[src/rtl/hexpage_pkg.sv]
package hexpage_pkg;

    typedef enum logic [3:0] {
        ST_IDLE    = 4'd0,
        ST_ADDR    = 4'd1,
        ST_ADDR_CR = 4'd2,
        ST_DATA    = 4'd3,
        ST_DATA_CR = 4'd4,
        ST_STROBE  = 4'd5,
        ST_WAIT    = 4'd6,
        ST_TX_HEX  = 4'd7,
        ST_TX_DOT  = 4'd8
    } state_e;

    typedef enum logic [1:0] {
        OP_ERASE = 2'd0,
        OP_READ  = 2'd1,
        OP_WRITE = 2'd2,
        OP_JUMP  = 2'd3
    } op_e;

    localparam logic [7:0] CH_LF  = 8'h0A;
    localparam logic [7:0] CH_CR  = 8'h0D;
    localparam logic [7:0] CH_DOT = 8'h2E;
    localparam logic [7:0] CH_E   = 8'h65;
    localparam logic [7:0] CH_R   = 8'h72;
    localparam logic [7:0] CH_W   = 8'h77;
    localparam logic [7:0] CH_G   = 8'h67;

endpackage

[src/rtl/hexpage_hex_decode.sv]
module hexpage_hex_decode (
    input  logic [7:0] ch,
    output logic       ok,
    output logic [3:0] nib
);
    always_comb begin
        ok  = 1'b0;
        nib = 4'd0;
        if (ch >= 8'h30 && ch <= 8'h39) begin
            ok  = 1'b1;
            nib = 4'(ch - 8'h30);
        end else if (ch >= 8'h41 && ch <= 8'h46) begin
            ok  = 1'b1;
            nib = 4'(ch - 8'h37);
        end
    end
endmodule

[src/rtl/hexpage_hex_encode.sv]
module hexpage_hex_encode (
    input  logic [3:0] nib,
    output logic [7:0] ch
);
    always_comb begin
        if (nib < 4'd10) ch = 8'h30 + {4'd0, nib};
        else             ch = 8'h37 + {4'd0, nib};
    end
endmodule

[src/rtl/hexpage_cmd_engine.sv]
module hexpage_cmd_engine
    import hexpage_pkg::*;
#(
    parameter int ADDR_DIGITS = 4,
    parameter int PAGE_WORDS  = 32,
    parameter int WORD_BITS   = 16
) (
    input  logic                                clk,
    input  logic                                rst_n,
    input  logic                                rx_valid,
    input  logic [7:0]                          rx_data,
    output logic                                tx_valid,
    output logic [7:0]                          tx_data,
    input  logic                                tx_ready,
    output logic                                mem_erase,
    output logic                                mem_write,
    output logic                                mem_read,
    output logic [4*ADDR_DIGITS-1:0]            mem_addr,
    output logic [PAGE_WORDS*WORD_BITS-1:0]     mem_wpage,
    input  logic [PAGE_WORDS*WORD_BITS-1:0]     mem_rpage,
    input  logic                                mem_busy,
    output logic                                jump_req,
    output logic [4*ADDR_DIGITS-1:0]            jump_addr
);
    localparam int ADDR_W    = 4 * ADDR_DIGITS;
    localparam int PAGE_BITS = PAGE_WORDS * WORD_BITS;
    localparam int NIBBLES   = PAGE_BITS / 4;
    localparam int CNT_W     = $clog2(NIBBLES);
    localparam logic [CNT_W-1:0] LAST_NIB  = CNT_W'(NIBBLES - 1);
    localparam logic [CNT_W-1:0] LAST_ADDR = CNT_W'(ADDR_DIGITS - 1);

    typedef struct packed {
        state_e                 st;
        op_e                    op;
        logic [CNT_W-1:0]       cnt;
        logic [ADDR_W-1:0]      addr;
        logic [PAGE_BITS-1:0]   pg;
        logic                   tx_v;
        logic [7:0]             tx_c;
        logic                   erase;
        logic                   write;
        logic                   read;
        logic                   jump;
    } regs_t;

    regs_t q, d;

    logic             dec_ok;
    logic [3:0]       dec_nib;
    logic [3:0]       enc_nib;
    logic [7:0]       enc_ch;
    logic [CNT_W-1:0] nidx;
    logic             byte_in;

    // Nibble position: within each byte the high nibble arrives first.
    assign nidx    = {q.cnt[CNT_W-1:1], ~q.cnt[0]};
    assign enc_nib = q.pg[{nidx, 2'b00} +: 4];
    assign byte_in = rx_valid && (rx_data != CH_LF);

    hexpage_hex_decode i_dec (.ch(rx_data), .ok(dec_ok), .nib(dec_nib));
    hexpage_hex_encode i_enc (.nib(enc_nib), .ch(enc_ch));

    always_comb begin
        d       = q;
        d.erase = 1'b0;
        d.write = 1'b0;
        d.read  = 1'b0;
        d.jump  = 1'b0;
        case (q.st)
            ST_IDLE: if (byte_in) begin
                d.cnt = '0;
                case (rx_data)
                    CH_E:    begin d.op = OP_ERASE; d.st = ST_ADDR; end
                    CH_R:    begin d.op = OP_READ;  d.st = ST_ADDR; end
                    CH_W:    begin d.op = OP_WRITE; d.st = ST_ADDR; end
                    CH_G:    begin d.op = OP_JUMP;  d.st = ST_ADDR; end
                    default: d.st = ST_IDLE;
                endcase
            end
            ST_ADDR: if (byte_in) begin
                if (dec_ok) begin
                    d.addr = {q.addr[ADDR_W-5:0], dec_nib};
                    if (q.cnt == LAST_ADDR) begin
                        d.st  = ST_ADDR_CR;
                        d.cnt = '0;
                    end else begin
                        d.cnt = q.cnt + 1'b1;
                    end
                end else begin
                    d.st = ST_IDLE;
                end
            end
            ST_ADDR_CR: if (byte_in) begin
                if (rx_data == CH_CR) begin
                    case (q.op)
                        OP_ERASE: begin d.erase = 1'b1; d.st = ST_STROBE; end
                        OP_READ:  begin d.read  = 1'b1; d.st = ST_STROBE; end
                        OP_WRITE: begin d.st = ST_DATA; d.cnt = '0; end
                        default:  begin d.jump  = 1'b1; d.st = ST_IDLE; end
                    endcase
                end else begin
                    d.st = ST_IDLE;
                end
            end
            ST_DATA: if (byte_in) begin
                if (dec_ok) begin
                    d.pg[{nidx, 2'b00} +: 4] = dec_nib;
                    if (q.cnt == LAST_NIB) begin
                        d.st  = ST_DATA_CR;
                        d.cnt = '0;
                    end else begin
                        d.cnt = q.cnt + 1'b1;
                    end
                end else begin
                    d.st = ST_IDLE;
                end
            end
            ST_DATA_CR: if (byte_in) begin
                if (rx_data == CH_CR) begin
                    d.write = 1'b1;
                    d.st    = ST_STROBE;
                end else begin
                    d.st = ST_IDLE;
                end
            end
            ST_STROBE: d.st = ST_WAIT;
            ST_WAIT: if (!mem_busy) begin
                if (q.op == OP_READ) begin
                    d.pg  = mem_rpage;
                    d.cnt = '0;
                    d.st  = ST_TX_HEX;
                end else begin
                    d.st = ST_TX_DOT;
                end
            end
            ST_TX_HEX: begin
                if (!q.tx_v) begin
                    d.tx_v = 1'b1;
                    d.tx_c = enc_ch;
                end else if (tx_ready) begin
                    d.tx_v = 1'b0;
                    if (q.cnt == LAST_NIB) begin
                        d.st  = ST_TX_DOT;
                        d.cnt = '0;
                    end else begin
                        d.cnt = q.cnt + 1'b1;
                    end
                end
            end
            ST_TX_DOT: begin
                if (!q.tx_v) begin
                    d.tx_v = 1'b1;
                    d.tx_c = CH_DOT;
                end else if (tx_ready) begin
                    d.tx_v = 1'b0;
                    d.st   = ST_IDLE;
                end
            end
            default: d.st = ST_IDLE;
        endcase
    end

    always_ff @(posedge clk) begin
        if (!rst_n) q <= '0;
        else        q <= d;
    end

    assign tx_valid  = q.tx_v;
    assign tx_data   = q.tx_c;
    assign mem_erase = q.erase;
    assign mem_write = q.write;
    assign mem_read  = q.read;
    assign mem_addr  = q.addr;
    assign jump_addr = q.addr;
    assign jump_req  = q.jump;
    assign mem_wpage = q.pg;

    logic any_strobe;
    assign any_strobe = mem_erase | mem_write | mem_read;

    assert_no_reply_while_busy_R2: assert property (@(posedge clk) disable iff (!rst_n)
        $rose(tx_valid) |-> !mem_busy);

    assert_no_reply_after_strobe_R10: assert property (@(posedge clk) disable iff (!rst_n)
        any_strobe |=> !tx_valid);

    assert_jump_single_R5: assert property (@(posedge clk) disable iff (!rst_n)
        jump_req |=> !jump_req);

    assert_tx_hold_R11: assert property (@(posedge clk) disable iff (!rst_n)
        (tx_valid && !tx_ready) |=> (tx_valid && $stable(tx_data)));

    assert_strobe_exclusive_R12: assert property (@(posedge clk) disable iff (!rst_n)
        $onehot0({mem_erase, mem_write, mem_read, jump_req}));

    assert_strobe_pulse_R12: assert property (@(posedge clk) disable iff (!rst_n)
        any_strobe |=> !any_strobe);

endmodule

[config.mk]
export PLATFORM = sky130hd
export DESIGN_NAME = hexpage_cmd_engine
export DESIGN_NICKNAME = d
export VERILOG_FILES = /design/src/rtl/hexpage_pkg.sv /design/src/rtl/hexpage_hex_decode.sv /design/src/rtl/hexpage_hex_encode.sv /design/src/rtl/hexpage_cmd_engine.sv
export SDC_FILE = /design/constraint.sdc
export NUM_CORES = 2
export LEC_CHECK = 0
export BUFFER_PORTS_ARGS = -buffer_cell sky130_fd_sc_hd__buf_4
export CAP_MARGIN = 10
export CELL_PAD_IN_SITES_DETAIL_PLACEMENT = 1
export CELL_PAD_IN_SITES_GLOBAL_PLACEMENT = 2
export CORE_AREA = 2 2 421 423
export CTS_CLUSTER_DIAMETER = 60
export DETAILED_ROUTE_END_ITERATION = 7
export DIE_AREA = 0 0 423 425
export PLACE_DENSITY_LB_ADDON = 0.1
export SKIP_LAST_GASP = 1
export SYNTH_ARGS = -nofsm -noshare
export SYNTH_HDL_FRONTEND = slang
export SYNTH_SLANG_ARGS = --single-unit
export TNS_END_PERCENT = 100
[constraint.sdc]
create_clock -name clk -period 4.4 [get_ports clk]
set_clock_uncertainty 0.15 [all_clocks]
set_input_delay 0.22 -clock clk [delete_from_list [all_inputs] [get_ports clk]]
set_output_delay 0.22 -clock clk [all_outputs]
set_load 0.01 [all_outputs]
# Word-level counts from Yosys, hierarchy flattened
# Cells that the tools add are included.
# word_totals
mem_bits_ro	0
latch_bits	0
input_bits	525
ramBits	0
regBits	554
n_memories	0
word_cells	140
output_inout_bits	557
# op_classes
addsub	6
n_shift	3
div_mod_pow	0
muxes	56
order_cmp	5
multipliers	0
bitwise	1
n_reduce_logical	20
n_eq_ne	38
# ops
op	n
$mux 512	4
$pmux 512 s2	1
$bwmux 512	1
$shift 4x11->512 const A	1
$shiftx 4x11->512	1
$shiftx 512x10->4	1
$mux 7	11
$mux 4	17
$mux 23	2
$pmux 7 s6	1
$pmux 4 s9	1
$ne 2x2->1 const B	17
$eq 8x7->1 const B	4
$reduce_and 13->1	2
$mux 8	3
$pmux 9 s2	1
$eq 4x3->1 const B	4
$add 6x4->7 const A	2
$mux 13	1
$reduce_and 3->1	4
$neg 9->11	1
$mux 1	9
$eq 4x2->1 const B	2
$eq 8x4->1 const B	1
other kinds (32)	37

# Depth between registers and ports, before layout
# depth
depth_word	9
depth_mapped	15
ltp_nobuf	10

# By module
# A second synthesis with hierarchy kept.
# unflattened
hier_cells	4148
area_unflattened_um2	36759.0
# by_module_without_submodules
module	n_inst	seq_area_each_um2	area_per_inst_um2	cells_each
hexpage_cmd_engine	1	11090.6	36481.2	4108
hexpage_hex_decode	1	0.0	171.4	24
hexpage_hex_encode	1	0.0	106.4	16

# Worst setup path before layout
# Ideal clock, no wire load.
# synth_timing
path_type	register -> register
start	register q, in the netlist nidx[1]
end	register q, in the netlist mem_wpage[112]
t_arrival_ns	3.088
setup_time_ns	0.091
path_slack_ns	1.071
t_required_ns	4.159
synth_period_minus_slack_ns	3.329
path_buffers	6
path_stages_with_launch	16
path_cell_list	dfxtp_1 -> buf_6 -> buf_4 -> buf_4 -> inv_1 -> ha_1 -> clkbuf_1 -> nand4_1 -> o21ai_0 -> a21o_1 -> clkbuf_1 -> clkbuf_1 -> nand2_1 -> a21oi_1 -> nor2_1 -> a311oi_1
# synth_between
elab_chain_len	6
word_cells_on_any_way	7
cone_classes	add/sub (1); shift (2); mux (4)
# synth_lines
element	line_no	source
from (decl)	hexpage_cmd_engine.sv:46	regs_t q, d;
from (signal assigned)	hexpage_cmd_engine.sv:164	if (!rst_n) q <= '0;
from (signal assigned)	hexpage_cmd_engine.sv:165	else q <= d;
$neg 9->11 (*)	hexpage_cmd_engine.sv:107	d.pg[{nidx, 2'b00} +: 4] = dec_nib;
$shiftx 4x11->512 or $shift 4x11->512 (tied branches)	hexpage_cmd_engine.sv:107	
$bwmux 512 (*)	hexpage_cmd_engine.sv:107	
$mux 512 (*)	hexpage_cmd_engine.sv:106	if (dec_ok) begin
$mux 512 (*)	hexpage_cmd_engine.sv:105	ST_DATA: if (byte_in) begin
$pmux 512 s2 (*)	hexpage_cmd_engine.sv:69	case (q.st)
# Every way passes the cells marked *; elsewhere a longest branch is shown, timed or not. The select of a mux whose other input is x is not followed.
# A chain may end at the register's enable or synchronous reset.

# Final worst setup path
# layout_timing
start	register q, in the netlist nidx[1]
end	register q, in the netlist tx_data[2]
# layout_between
elab_chain_len	5
word_cells_on_any_way	7
cone_classes	add/sub (2); order compare (1); shift (1); mux (3)
# layout_lines
element	line_no	source
$shiftx 512x10->4 (*)	hexpage_cmd_engine.sv:57	assign enc_nib = q.pg[{nidx, 2'b00} +: 4];
$add 6x4->7 (tied with other cells)	hexpage_hex_encode.sv:7	else ch = 8'h37 + {4'd0, nib};
$mux 8 (*)	hexpage_hex_encode.sv:6	if (nib < 4'd10) ch = 8'h30 + {4'd0, nib};
$mux 8 (*)	hexpage_cmd_engine.sv:137	if (!q.tx_v) begin
$pmux 9 s2 (*)	hexpage_cmd_engine.sv:69	
# Marked as above.

==> impl_metrics.py <==
metrics = {
    "yosys": {
        "yosys.area.top_type": "dfxtp_1",
        "syn_avg_cell_area_um2": 8.188,
        "synth_edf_count": 0,
        "synthTopCellsByCount": "565 x buf_4, 553 x dfxtp_1, 499 x nor2_1, 413 x nand2_1, 302 x a21oi_1",
        "yosys.area.top_type_share": 0.3199,
        "yosysMostFrequentCell": "buf_4",
        "yosys_warnings": 0,
        "syn_inst": 4226,
        "synthDistinctLibCells": 75,
        "syn_nets": 4761,
        "syn_area_um2": 34600,
        "yosys-top-cells-area": "dfxtp_1 32%, buf_4 12%, mux4_2 7.0%, nor2_1 5.4%, a211oi_1 5.1%",
        "ys_ff_latch": 553,
        "async_flop_share": 0,
        "ys.flop_type": "dfxtp_1",
        "ys_seq_area_frac": 0.3199,
    },
    "place": {
        "portBuffers": 1080,
        "preCtsSetupSlack_ns": 0.08601,
        "hpwl_um": 210500,
        "routabilityCongestion": 0.8598,
    },
    "grt": {
        "grt-ovfl-total": 0,
        "grt_antenna_before_repair": 20,
        "grt_util_all_layers": 0.2916,
        "grt_pass1_vias": 39850,
        "grt_pass1_wl_um": 363000,
        "grt_start_max_net_pins": 155,
    },
    "clock_network": {
        "cts.sinks": 553,
        "clk_path_buf_depth": 3,
        "path_clk_slew_ns": 0.05,
        "cts-root-buf": "clkbuf_16",
        "cts_tree": "done",
        "clk_latency_ns": 0.70,
        "htreeDepth": 3,
        "cts_inserted_buffers": 96,
    },
    "worst_hold_path": {
        "whs_path_depth": 5,
        "holdPathEnd": "mem_wpage[128]$_SDFFE_PN0P_",
        "worstHoldStart": "rx_data[0]",
        "hp-class": "input pin to register",
    },
    "route": {
        "dr.pass1.iters": 7,
        "viasPerCell": 5.041,
        "wire_per_inst_um": 35.48,
        "drt-total-wl_um": 274000,
        "drc": 0,
        "ant_nets": 0,
        "first_iter_violations": 2822,
        "vias": 38930,
    },
    "floorplanning": {
        "coreArea_um2": 175300,
        "die_area_um2": 179800,
        "die_w_um": 423,
        "start_util": 0.1973,
        "die_h_um": 425,
        "ios": 1082,
        "fp-row-count": 154,
    },
    "timing": {
        "finalHoldViolCount": 0,
        "finalSetupViolCount": 0,
        "worstMarginPinSlew_ns": 1.323,
        "fin_crit_sh": 0.9533,
        "rsz0062_at_grt": "no",
        "period_minus_slack_ns": 4.195,
        "maxSlewHeadroom": 0.1168,
        "slew_viol_final": 0,
        "max_freq_mhz": 238.4,
        "whs_ns": 0.07327,
        "finalWorstSetupSlack_ns": 0.2053,
    },
    "worst_setup_path": {
        "critPathRequiredTime_ns": 4.82,
        "critPathSlowestCell": "a221oi_1",
        "slowest_delay_ns": 0.93,
        "crit_arrival_ns": 4.62,
        "critPathKind": "register to register",
        "cp-start-kind": "register",
        "crit_chain": "buf_12, buf_4, mux4_2, a221oi_1, o2111ai_1, o41a_1, inv_2, ha_1, nor4bb_1, nor3_1",
        "reg2reg_to": "tx_data[2]$_SDFFE_PN0P_",
        "r2r_slack_ns": 0.21,
        "worstPathMaxFanout": 32,
        "r2r_start": "nidx[1]$_SDFFE_PN0P_",
        "reg2reg_depth": 10,
        "endpoint_kind": "register",
    },
    "layout": {
        "syn_to_final_growth_pct": 47.70,
        "layout-drive-gt1-share": 0.3068,
        "utilization": 0.2915,
        "fin_nets": 5837,
        "fillCellCount": 20450,
    },
    "outcome": {
        "status": "finished, final reports clean",
    },
    "pwr": {
        "p_leak_uw": 0.01975,
        "power_density_nw_per_um2": 274.3,
        "ir_worst_vdd_mv": 0.2468,
    },
    "flow_run": {
        "cap_viol_max_count": 0,
    },
}
==> placed cells by master (no fill, tap or decap), types with 100 or more instances in the layout <==
cell	count
a211oi_1	236
a21oi_1	298
a22oi_1	146
buf_4	1276
clkbuf_16	100
dfxtp_1	549
dlygate4sd3_1	542
mux2i_1	139
mux4_2	108
nand2_1	411
nor2_1	473
o21ai_0	219
o22ai_1	115
==> logic make-up (layout without fill, tap and decap cells) <==
kind of cell    count (synthesis)  in the layout  share of synthesized area
flops                         553            553                     0.3199
xor+xnor                        3              3                  0.0007595
mux                           255            255                     0.1131
other cells                     1             11                  0.0001084
buf+inv                       915           2063                     0.1625
fa+ha+maj                      10             10                   0.003616
compound gates               1350           1350                     0.2616
simple gates                 1139           1139                     0.1383
==> metrics by stage <==
| stage | power, uW | instance area, um2 | TNS (ns) | cells |
|---|---|---|---|---|
| final | 14020 | 51110 | 0 | 7724 |
| after global routing | 14410 | 51090 | 0 | 7717 |
| after CTS | 14180 | 51060 | 0 | 7713 |
| after detailed placement | 5873 | 42420 | 0 | 7001 |
| after global placement | 5878 | 42400 | -0.2523 | 6999 |
| after floorplan | 5259 | 34600 | 0 | 4226 |
==> critical path, delay by kind of cell, from the launching register on <==
family                     cells  cell delay, ns
AOI/OAI and AO/OA              3            1.41
adders and majority gates      1            0.17
buffers and inverters          3            0.77
DFF                            1            0.53
muxes                          1            0.61
and+or+nand+nor                2            0.35
==> worst max path at each step <==
stage	from	end	slack [ns]	cells after the start
after floorplan	nidx[1]$_SDFFE_PN0P_	mem_wpage[112]$_SDFFE_PN0P_	1.07	15
after global placement	q[541]$_SDFFE_PN0P_	tx_data[0]$_SDFFE_PN0P_	-0.11	10
after detailed placement	q[541]$_SDFFE_PN0P_	tx_data[2]$_SDFFE_PN0P_	0.09	9
after CTS	q[541]$_SDFFE_PN0P_	tx_data[2]$_SDFFE_PN0P_	0.06	9
after global routing	nidx[1]$_SDFFE_PN0P_	tx_data[4]$_SDFFE_PN0P_	0.07	12
final	nidx[1]$_SDFFE_PN0P_	tx_data[2]$_SDFFE_PN0P_	0.21	10
==> final cells by class <==
type | count | area (um2) | share of cell area
Clock buffer | 125 | 2666 | 0.05217
Inverter | 48 | 187.7 | 0.003672
Multi-Input combinational cell | 2758 | 18140 | 0.3550
Antenna cell | 10 | 25.02 | 0.0004896
Sequential cell | 553 | 11080 | 0.2168
Timing Repair Buffer | 1845 | 15530 | 0.3039
Clock inverter | 45 | 544.3 | 0.01065
Tap cell | 2340 | 2928 | 0.05728
==> registers in the layout (all words and copies together), names as in the netlist <==
signal and count:
mem_write 1, tx_data 7, mem_wpage 512, tx_valid 1
mem_erase 1, jump_req 1, q 7, nidx 6
jump_addr 16, mem_read 1
==> layer usage <==
metal,track usage,share of wire
met4,0.1028,0.038
met2,0.5172,0.50
met3,0.03387,0.043
met5,0,0.00032
met1,0.3626,0.42
==> report_power, final <==
| part | internal, uW | leakage, uW | switching (uW) | total [uW] |
|---|---|---|---|---|
| sequential | 5010 | 0.00445 | 4.43 | 5020 |
| combinational | 652 | 0.0137 | 498 | 1150 |
| clock | 4840 | 0.00155 | 3020 | 7850 |
| total | 10500 | 0.0198 | 3520 | 14000 |
==> timing repair <==
| item | in CTS | in global routing |
|---|---|---|
| setup buffers | 0 | 1 |
| endpoints found under the setup margin | 0 | 2 |
| hold endpoints to repair | 533 | 0 |
| gates resized for setup | 0 | 1 |
| hold buffers | 542 | 0 |
Power figures use the tool's default switching activity.
